$ cat config.mk
export PLATFORM = sky130hd
export DESIGN_NAME = ow_net_monitor
export DESIGN_NICKNAME = d
export VERILOG_FILES = /design/src/rtl/ow_net_monitor.sv
export SDC_FILE = /design/constraint.sdc
export NUM_CORES = 1
export LEC_CHECK = 0
export BUFFER_PORTS_ARGS = -buffer_cell sky130_fd_sc_hd__buf_2
export CORE_UTILIZATION = 54
export DETAILED_ROUTE_END_ITERATION = 7
export PLACE_DENSITY_LB_ADDON = 0.25
export REMOVE_ABC_BUFFERS = 1
export SLEW_MARGIN = 10
export SYNTH_ARGS = -nofsm -noshare
export SYNTH_HDL_FRONTEND = slang
export SYNTH_SLANG_ARGS = --single-unit
$ cat constraint.sdc
create_clock -name clk -period 2.1 [get_ports clk]
set_input_delay 0.105 -clock clk [delete_from_list [all_inputs] [get_ports clk]]
set_output_delay 0.105 -clock clk [all_outputs]
set_load 0.02 [all_outputs]
$ cat src/rtl/ow_net_monitor.sv
module ow_net_monitor #(
  parameter int ROM_BITS  = 64,
  parameter int BYTE_BITS = 8
) (
  input  logic                clk,
  input  logic                rst_n,
  input  logic                evt_valid,
  input  logic [1:0]          evt_kind,
  input  logic                evt_val,
  output logic                rst_rec_valid,
  output logic                rst_rec_presence,
  output logic                cmd_valid,
  output logic [BYTE_BITS-1:0] cmd_byte,
  output logic                cmd_known,
  output logic                rom_valid,
  output logic [ROM_BITS-1:0] rom_addr,
  output logic [ROM_BITS-1:0] rom_true,
  output logic [ROM_BITS-1:0] rom_comp,
  output logic                rom_from_search,
  output logic                data_valid,
  output logic [BYTE_BITS-1:0] data_byte,
  output logic                err_valid,
  output logic [BYTE_BITS-1:0] err_byte
);
  localparam int CW = $clog2(ROM_BITS);
  localparam logic [1:0] EV_BIT = 2'b01;
  localparam logic [1:0] EV_RST = 2'b10;

  typedef enum logic [2:0] {PH_CMD, PH_READ, PH_SRCH, PH_XFER, PH_ERR} phase_t;

  phase_t              phase, cmd_next;
  logic [CW-1:0]       cnt;
  logic [1:0]          trip;
  logic [ROM_BITS-2:0] acc;
  logic [ROM_BITS-1:0] tru, cmp;

  wire is_bit    = evt_valid && evt_kind == EV_BIT;
  wire is_rst    = evt_valid && evt_kind == EV_RST;
  wire last_byte = cnt == CW'(BYTE_BITS - 1);
  wire last_rom  = cnt == CW'(ROM_BITS - 1);
  wire byte_end  = is_bit && last_byte;

  wire [BYTE_BITS-1:0] byte_now = {evt_val, acc[BYTE_BITS-2:0]};

  always_comb begin
    case (byte_now)
      8'h33, 8'h0F, 8'h55, 8'h69: cmd_next = PH_READ;
      8'hF0, 8'hEC:               cmd_next = PH_SRCH;
      8'hCC, 8'h3C, 8'hA5:        cmd_next = PH_XFER;
      default:                    cmd_next = PH_ERR;
    endcase
  end

  assign rst_rec_valid    = is_rst;
  assign rst_rec_presence = evt_val;

  assign cmd_valid  = byte_end && phase == PH_CMD;
  assign cmd_byte   = byte_now;
  assign cmd_known  = cmd_next != PH_ERR;

  assign data_valid = byte_end && phase == PH_XFER;
  assign data_byte  = byte_now;
  assign err_valid  = byte_end && phase == PH_ERR;
  assign err_byte   = byte_now;

  assign rom_valid       = is_bit && last_rom &&
                           (phase == PH_READ || (phase == PH_SRCH && trip == 2'd2));
  assign rom_addr        = {evt_val, acc};
  assign rom_true        = tru;
  assign rom_comp        = cmp;
  assign rom_from_search = phase == PH_SRCH;

  always_ff @(posedge clk) begin
    if (!rst_n) begin
      phase <= PH_CMD;
      cnt   <= '0;
      trip  <= '0;
      acc   <= '0;
      tru   <= '0;
      cmp   <= '0;
    end else if (is_rst) begin
      phase <= PH_CMD;
      cnt   <= '0;
      trip  <= '0;
    end else if (is_bit) begin
      case (phase)
        PH_SRCH: begin
          case (trip)
            2'd0: begin tru[cnt] <= evt_val; trip <= 2'd1; end
            2'd1: begin cmp[cnt] <= evt_val; trip <= 2'd2; end
            default: begin
              if (!last_rom) acc[cnt] <= evt_val;
              trip <= 2'd0;
              if (last_rom) begin
                cnt   <= '0;
                phase <= PH_XFER;
              end else begin
                cnt <= cnt + 1'b1;
              end
            end
          endcase
        end
        PH_READ: begin
          if (!last_rom) acc[cnt] <= evt_val;
          if (last_rom) begin
            cnt   <= '0;
            phase <= PH_XFER;
          end else begin
            cnt <= cnt + 1'b1;
          end
        end
        default: begin
          if (!last_byte) acc[cnt] <= evt_val;
          if (last_byte) begin
            cnt <= '0;
            if (phase == PH_CMD) phase <= cmd_next;
          end else begin
            cnt <= cnt + 1'b1;
          end
        end
      endcase
    end
  end
endmodule

==> results of run 1 <==
[synthesized netlist by cell type (3+ instances only)]
master	instances	area share (%)
dfxtp_1	202	43
nand2_1	167	6.7
clkbuf_1	68	2.7
o211ai_1	60	4.8
mux2i_1	58	6.2
o31ai_1	51	4.1
nor2_1	48	1.9
a21boi_0	42	3.4
o31ai_2	39	5.2
o21ai_0	34	1.8
buf_4	30	2.4
o211ai_2	30	4.0
nand4_1	28	1.9
nand3_1	25	1.3
nor2b_1	18	1.2
buf_2	13	0.70
a21oi_1	7	0.38
and3b_1	6	0.56
nand3b_1	6	0.48
buf_6	5	0.61
nor3b_2	5	0.67
nor4bb_1	5	0.54
and3_1	4	0.27
buf_1	4	0.16
nor3b_1	4	0.32
nor4_1	4	0.27
a22oi_1	3	0.24
a31oi_1	3	0.20
inv_1	3	0.12
[how the worst min path moves through the flow]
| stage | startpoint | to | cells past startpoint |
|---|---|---|---|
| final | evt_val | acc[0]$_SDFFE_PN0P_ | 3 |
| after global routing | evt_val | acc[1]$_SDFFE_PN0P_ | 3 |
| after global placement | rom_true[62]$_SDFFE_PN0P_ | rom_true[62]$_SDFFE_PN0P_ | 2 |
| after floorplan | evt_val | cmd_byte[7] | 0 |
| after CTS | evt_val | acc[0]$_SDFFE_PN0P_ | 3 |
| after detailed placement | rom_true[30]$_SDFFE_PN0P_ | rom_true[30]$_SDFFE_PN0P_ | 2 |
[layout make-up]
class	count	area, um2	share of cell area, %
Multi-Input combinational cell	677	4750	41.8
Clock buffer	33	663	5.84
Inverter	3	11.3	0.0992
Timing Repair Buffer	272	1570	13.8
Tap cell	220	275	2.43
Clock inverter	3	17.5	0.154
Sequential cell	202	4070	35.9
[layer usage]
metal	vias up	part of all wire, %	wire length, um	track usage [%]
met5	-	0	0	0
met4	0	2.0	500	6.76
met3	42	6.1	1520	4.19
met2	304	47	11700	45.2
met1	3878	45	11100	37.1
li1	3975	-	-	-
[cells by family after synthesis]
logic type,synth area share [%]
AO/OA/AOI/OAI,25.1
AND/OR/NAND/NOR,18.0
multiplexers,6.24
flip-flops,43.5
XOR/XNOR,0.283
buffers and inverters,6.81
adder cells (fa/ha/maj),0.134
[power by group through the flow]
| stage | Clock (mW) | Combinational (mW) | Sequential, mW |
|---|---|---|---|
| final | 3.66 | 0.279 | 3.83 |
| after CTS | 3.71 | 0.275 | 3.84 |
| after global placement | 0 | 0.272 | 3.92 |
| after detailed placement | 0 | 0.271 | 3.92 |
| after global routing | 3.85 | 0.298 | 3.83 |
| after floorplan | 0 | 0.0919 | 3.93 |
[registers in the layout, summed over array words and instances (netlist names)]
register,cells
trip,2
rom_comp,64
cnt,6
rom_true,64
phase,3
acc,63
[timing repair]
action	in CTS	in global routing
pin swaps	0	2
hold endpoints to repair	1	0
hold buffers	1	0
buffers inserted	0	2
gates resized for setup	16	17
endpoints found under the setup margin	5	5
[critical path: stages, from the launching register on]
cell and delay (ns):
dfxtp_2 0.40, or3_4 0.44, nor2_2 0.18, and4_1 0.22, buf_2 0.18
==> results.yml, run 1 <==
outcome:
  run_status: "finished, final reports clean"
layout:
  design_area_um2: 11400
  finish.net_count: 1185
  mostFrequentLayoutCell: "buf_2"
  fill_cells: 1371
  most-common-layout-cells: "228 x buf_2, 189 x dfxtp_1, 166 x nand2_1"
  final_util_pct: 68.0
  antenna_cells: 0
  layout-drive-gt1-share_pct: 35.0
  fin_cells: 1410
  layout_overhead_on_the_synthesized_area_pct: 22.0
pwr:
  internal-power_mw: 6.06
  seq_power_share_pct: 49.4
  clock_share_of_power_pct: 47.1
  switching_power_summed_over_all_nets_mw: 1.70
  cellPowerDensity_nw_per_um2: 685
  power.ir.vdd_worst_uv: 518
  cell_leakage_power_nw: 4.86
  switching_fraction_pct: 21.9
  total_power_mw: 7.77
  power.share.combinational_pct: 3.6
timing:
  period_minus_slack_ns: 2.03
  tightestPinTransition_ns: 0.573
  fin_hold_ws_ns: 0.0368
  final_critical_path_setup_slack_ns: 0.0713
  clock_skew_ns: 0.00853
  slew_viol_final: 0
  slew-limit-headroom_pct: 61.7
  timing.final.crit_share_pct: 96.6
  number_of_failing_hold_endpoints_at_the_final_stage: 0
  finalSetupViolCount: 0
  finalSetupTns_ns: 0
  timing.fmax_mhz: 493
flow_run:
  maxCapViolations: 0
drt:
  totalWireLength_um: 24900
  drc_markers: 0
  antenna_violating_nets_post_route: 0
  num_vias: 8199
  drt_first_iter_violations: 769
  detail_route.vias_per_cell: 5.81
  drtPass1Iterations: 6
  wirelength_per_cell_um: 17.6
placement:
  routability_congestion_estimate: 0.822
  buffer_ports.inserted: 229
  dpl.cell_count: 1371
  detailedPlacementHpwl_um: 16200
  dp_worst_setup_slack_ns: 0.174
  placed_area_um2: 10500
floorplan:
  row_count: 47
  die_width_um: 133
  dieArea_um2: 17800
  initial_core_utilization_pct: 55.7
  die_h_um: 133
  core_um2: 16700
  io-pin-count: 230
worst_setup_path:
  worstSetupStartpointType: "register"
  crit_fanout: 15
  origin_of_the_critical_flop_to_flop_path: "phase[1]$_SDFFE_PP0P_"
  r2r_cells: 5
  rrSetupSlack_ns: 0.16
  critical_path_data_arrival_time_ns: 1.92
  critPathKind: "register to output pin"
  critPathRequiredTime_ns: 2.00
  crit_path_end_kind: "output pin"
  crit_end: "data_valid"
  worst_r2r_endpoint: "rom_comp[50]$_SDFFE_PN0P_"
  worst_setup_path_startpoint: "cnt[5]$_SDFFE_PP0P_"
hold_path:
  min-delay-path-class: "primary input to register"
synth:
  synthDistinctLibCells: 53
  ys_async_sr_fraction_pct: 0
  seq_area_frac_synth_pct: 43.5
  synth_enable_flop_cells: 0
  syn_avg_cell_area_um2: 9.27
  ys.flop_type: "dfxtp_1"
  synthesized_instance_count: 1003
  yosysWarningCount: 0
  post_synth_instance_area_um2: 9300
  ys_seq_elements: 202
clock_tree:
  cts_num_sinks: 202
  h-tree-depth: 1
  cts_max_path_buffers: 3
  clk_pin_slew_worst_paths_ns: 0.06
  clk_latency_ns: 0.50
  tritoncts: "yes"
  cts_root_buffer: "clkbuf_16"
  number_of_buffers_created_by_cts: 22
grt:
  first_global_vias: 7583
  grt.total_usage_pct: 27.3
  sum_of_overflow_across_all_layers_after_global_routing: 0
  grt_pass1_wl_um: 39800
  grt_max_degree: 110
  antenna_found_initial: 0
(Power assumes the default switching activity.)
==> inputs of run 2 (changes only) <==
- CORE_MARGIN: not set -> 4
- CTS_BUF_LIST: not set -> sky130_fd_sc_hd__clkbuf_16
==> run 2 against run 1 <==
Against the previous run:
- die area rose by 9.2%
- cell count rose by 0.21%
- count of clock-buffer cells in the layout fell by 12
- sequential power barely moved
- register-to-register slack barely moved
- sequential share of layout area fell by 0.063 points
- power fell by 0.12%
- core utilization fell by 0.12 points
- worst hold slack improved by 0.087 ns
- largest cell class unchanged
- maximum frequency barely moved
- combinational power rose by 4%
==> results.yml, run 2 (synthesis gave the netlist of run 1 again) <==
drt:
  antenna_violating_nets_post_route: 0
  drc_markers: 0
  detail_route.vias_per_cell: 5.78
  drtPass1Iterations: 6
  totalWireLength_um: 25300
  drt_first_iter_violations: 526
  wirelength_per_cell_um: 17.9
  num_vias: 8172
worst_setup_path:
  worst_r2r_endpoint: "rom_true[63]$_SDFFE_PN0P_"
  worstSetupStartpointType: "register"
  crit_fanout: 13
  rrSetupSlack_ns: 0.15
  origin_of_the_critical_flop_to_flop_path: "phase[1]$_SDFFE_PP0P_"
  list_of_cells_traversed_by_the_critical_path: "or3_4, nor2_2, and4_1, buf_2"
  cp_slowest_cell: "or3_4"
  crit_path_end_kind: "output pin"
  critical_path_data_arrival_time_ns: 1.92
  critPathRequiredTime_ns: 2.00
  critPathKind: "register to output pin"
  r2r_cells: 6
  crit_path_max_incr_delay_ns: 0.46
clock_tree:
  number_of_buffers_created_by_cts: 21
  cts_root_buffer: "clkbuf_16"
  cts_num_sinks: 202
  tritoncts: "yes"
  clk_pin_slew_worst_paths_ns: 0.06
  clk_latency_ns: 0.49
  h-tree-depth: 1
  cts_max_path_buffers: 3
hold_path:
  min-delay-path-class: "primary input to register"
  holdPathEnd: "acc[3]$_SDFFE_PN0P_"
  timing.hold.worst_path_depth: 3
  min_from: "evt_val"
timing:
  timing.fmax_mhz: 493
  rsz0062_at_grt: "true"
  finalSetupViolCount: 0
  clock_skew_ns: 0.00818
  period_minus_slack_ns: 2.03
  finalSetupTns_ns: 0
  fin_hold_ws_ns: 0.124
  number_of_failing_hold_endpoints_at_the_final_stage: 0
  slew_viol_final: 0
  tightestPinTransition_ns: 0.489
  final_critical_path_setup_slack_ns: 0.0725
  slew-limit-headroom_pct: 67.4
  timing.final.crit_share_pct: 96.5
grt:
  sum_of_overflow_across_all_layers_after_global_routing: 0
  grt_pass1_wl_um: 40400
  grt.total_usage_pct: 24.5
  antenna_found_initial: 0
  grt_max_degree: 100
  first_global_vias: 7465
layout:
  mostFrequentLayoutCell: "buf_2"
  layout_overhead_on_the_synthesized_area_pct: 22.2
  fill_cells: 1369
  multi_input_gate_area_in_the_final_layout_um2: 4730
  design_area_um2: 11400
  seq_area_um2: 4070
  antenna_cells: 0
  most-common-layout-cells: "228 x buf_2, 189 x dfxtp_1, 166 x nand2_1"
  layout-drive-gt1-share_pct: 34.7
  finish.net_count: 1188
floorplan:
  io-pin-count: 230
  die_width_um: 139
  die_h_um: 139
  initial_core_utilization_pct: 55.5
  dieArea_um2: 19400
  core_um2: 16800
  row_count: 47
flow_run:
  maxCapViolations: 0
outcome:
  run_status: "finished, final reports clean"
placement:
  buffer_ports.inserted: 229
  detailedPlacementHpwl_um: 17100
  routability_congestion_estimate: 0.859
  dp_worst_setup_slack_ns: 0.177
  placed_area_um2: 10600
pwr:
  cell_leakage_power_nw: 4.90
  cellPowerDensity_nw_per_um2: 682
  power.ir.vdd_worst_uv: 599
-- run 2: repair_timing --
action	in CTS	in global routing
hold buffers	1	0
hold endpoints to repair	10	0
setup buffers	0	0
setup endpoints to repair	5	5
pin swaps	0	2
gates resized for setup	13	17
-- run 2: stage by stage --
step | util (%) | total power, mW | cells
6_report | 67.8 | 7.76 | 1413
5_1_grt | 67.8 | 7.99 | 1413
3_3_place_gp | 63.3 | 4.20 | 1377
4_1_cts | 67.5 | 7.82 | 1413
3_5_place_dp | 63.3 | 4.20 | 1377
2_1_floorplan | - | 4.02 | 882
-- run 2: where the power goes --
group          internal (mW)  switching, mW
Combinational         0.0780          0.211
Sequential              3.83        0.00503
Clock                   2.17           1.47
Total                   6.08           1.69
-- run 2: layout make-up --
type / instances / area share [%]
clock inverter: 14 / 1.18
sequential: 202 / 35.8
inverter: 3 / 0.0990
multi-input combinational: 677 / 41.6
timing repair buffer: 276 / 14.2
tap: 220 / 2.42
clock buffer: 21 / 4.62
-- run 2: worst max-delay path: cells and delay by family, from the launching register on --
family | cells | cell delay [ns]
buffers and inverters | 1 | 0.17
and+or+nand+nor | 3 | 0.88
DFF | 1 | 0.39
-- run 2: metal layers --
metal | wire [um] | global-route usage [%]
met1 | 11600 | 34.7
met2 | 11600 | 39.6
met5 | 0 | 0
met4 | 326 | 4.99
met3 | 1700 | 4.36
-- run 2: worst max path at each step --
stage | from | depth (start not counted) | endpoint | slack (ns)
final | cnt[3]$_SDFFE_PP0P_ | 4 | data_valid | 0.07
after global routing | acc[5]$_SDFFE_PN0P_ | 6 | cmd_known | -0.04
after CTS | cnt[2]$_SDFFE_PP0P_ | 5 | data_valid | 0.01
after detailed placement | phase[1]$_SDFFE_PP0P_ | 6 | rom_true[63]$_SDFFE_PN0P_ | 0.18
after global placement | phase[1]$_SDFFE_PP0P_ | 6 | rom_true[63]$_SDFFE_PN0P_ | 0.24
after floorplan | phase[2]$_SDFFE_PP0P_ | 4 | rom_comp[63]$_SDFFE_PN0P_ | -1.95
==> inputs of run 3 (changes only) <==
- RECOVER_POWER: not set -> 100
==> run 3 against run 2 <==
Against the previous run:
- die area did not move
- worst hold slack did not move
- clock skew unchanged
- register-to-register slack hardly changed
- cell count is the same
- final area did not move
- sequential share of layout area stayed put
- highest routed layer unchanged
- core utilization is the same
==> results.yml, run 3 (synthesis gave the netlist of run 1 again) <==
floorplan:
  io-pin-count: 230
  die_h_um: 139
  die_width_um: 139
  row_count: 47
  core_um2: 16800
  initial_core_utilization_pct: 55.5
  dieArea_um2: 19400
timing:
  final_critical_path_setup_slack_ns: 0.0725
  timing.final.crit_share_pct: 96.5
  rsz0062_at_grt: "true"
  clock_skew_ns: 0.00818
  finalSetupViolCount: 0
  number_of_failing_hold_endpoints_at_the_final_stage: 0
  fin_hold_ws_ns: 0.124
  period_minus_slack_ns: 2.03
  timing.fmax_mhz: 493
  tightestPinTransition_ns: 0.489
  slew_viol_final: 0
  slew-limit-headroom_pct: 67.4
clock_tree:
  cts_root_buffer: "clkbuf_16"
  number_of_buffers_created_by_cts: 21
  cts_max_path_buffers: 3
  cts_setup_buffers: 0
  clk_pin_slew_worst_paths_ns: 0.06
  tritoncts: "yes"
  cts_num_sinks: 202
  clk_latency_ns: 0.49
  h-tree-depth: 1
worst_setup_path:
  critical_path_data_arrival_time_ns: 1.92
  critPathRequiredTime_ns: 2.00
  worstSetupStartpointType: "register"
  cpLargestDelayFamily: "simple AND/OR/NAND/NOR gates"
  crit_fanout: 13
  crit_path_buffers_inverters: 1
  rrSetupSlack_ns: 0.15
  crit_path_end_kind: "output pin"
  crit_path_max_incr_delay_ns: 0.46
  worst_r2r_endpoint: "rom_true[63]$_SDFFE_PN0P_"
  r2r_cells: 6
  list_of_cells_traversed_by_the_critical_path: "or3_4, nor2_2, and4_1, buf_2"
  critPathKind: "register to output pin"
  origin_of_the_critical_flop_to_flop_path: "phase[1]$_SDFFE_PP0P_"
  cp_slowest_cell: "or3_4"
layout:
  fin_cells: 1413
  layout-drive-gt1-share_pct: 34.7
  mostFrequentLayoutCell: "buf_2"
  most-common-layout-cells: "228 x buf_2, 189 x dfxtp_1, 166 x nand2_1"
  antenna_cells: 0
  fill_cells: 1369
  finish.net_count: 1188
  design_area_um2: 11400
  final_util_pct: 67.8
  layout_overhead_on_the_synthesized_area_pct: 22.2
hold_path:
  timing.hold.worst_path_depth: 3
  min-delay-path-class: "primary input to register"
  holdPathEnd: "acc[3]$_SDFFE_PN0P_"
  min_from: "evt_val"
pwr:
  power.ir.vdd_worst_uv: 599
  cell_leakage_power_nw: 4.90
  cellPowerDensity_nw_per_um2: 682
placement:
  buffer_ports.inserted: 229
  placed_area_um2: 10600
  routability_congestion_estimate: 0.859
  dp_worst_setup_slack_ns: 0.177
  detailedPlacementHpwl_um: 17100
  dpl.cell_count: 1377
drt:
  antenna_violating_nets_post_route: 0
  totalWireLength_um: 25300
  drc_markers: 0
  detail_route.vias_per_cell: 5.78
  drtPass1Iterations: 6
  drt_first_iter_violations: 526
  num_vias: 8172
  wirelength_per_cell_um: 17.9
grt:
  first_global_vias: 7465
  antenna_found_initial: 0
  grt_pass1_wl_um: 40400
  grt_max_degree: 100
  sum_of_overflow_across_all_layers_after_global_routing: 0
  grt.total_usage_pct: 24.5
outcome:
  run_status: "finished, final reports clean"
flow_run:
  maxCapViolations: 0
==> run 3: cell counts in the layout (fill, tap and decap cells not counted) <==
No cell type changed its count.
==> run 3: where the power goes <==
part / internal, mW / switching [mW]
Combinational: 0.0780 / 0.211
Sequential: 3.83 / 0.00503
Clock: 2.17 / 1.47
Total: 6.08 / 1.69
==> run 3: layer usage <==
metal | part of all wire [%] | track usage, %
met1 | 46 | 34.7
met2 | 46 | 39.6
met3 | 6.7 | 4.36
met4 | 1.3 | 4.99
met5 | 0 | 0
==> run 3: through the flow <==
| step | power, mW | setup TNS, ns |
|---|---|---|
| after floorplan | 4.02 | -242.22 |
| after global placement | 4.20 | 0 |
| after detailed placement | 4.20 | 0 |
| after CTS | 7.82 | 0 |
| after global routing | 7.99 | -0.0542 |
| final | 7.76 | 0 |
==> run 3: what timing repair did <==
action                                 in CTS  in global routing
setup endpoints to repair                   5                  5
gates resized for setup                    13                 17
endpoints found under the hold margin      10                  0
hold buffers                                1                  0
pin swaps                                   0                  2
==> run 3: worst min-delay path, delay by kind of cell <==
family	cells	cell delay (ns)
multiplexers	1	0.17
AND/OR/NAND/NOR	1	0.06
buffers and inverters	1	0.22
==> run 3: how the worst max path moves through the flow <==
| stage | from | end | slack [ns] | cells past startpoint |
|---|---|---|---|---|
| 2_1_floorplan | phase[2]$_SDFFE_PP0P_ | rom_comp[63]$_SDFFE_PN0P_ | -1.95 | 4 |
| 4_1_cts | cnt[2]$_SDFFE_PP0P_ | data_valid | 0.01 | 5 |
| 3_3_place_gp | phase[1]$_SDFFE_PP0P_ | rom_true[63]$_SDFFE_PN0P_ | 0.24 | 6 |
| 3_5_place_dp | phase[1]$_SDFFE_PP0P_ | rom_true[63]$_SDFFE_PN0P_ | 0.18 | 6 |
| 5_1_grt | acc[5]$_SDFFE_PN0P_ | cmd_known | -0.04 | 6 |
| 6_report | cnt[3]$_SDFFE_PP0P_ | data_valid | 0.07 | 4 |
==> run 3: area by class of cell <==
cell class / count / area (um2) / area share, %
flip-flops and latches: 202 / 4070 / 35.8
well taps: 220 / 275 / 2.42
multi-input cells: 677 / 4730 / 41.6
repair buffers: 276 / 1620 / 14.2
clock buffers: 21 / 526 / 4.62
clock inverters: 14 / 134 / 1.18
inverters: 3 / 11.3 / 0.0990
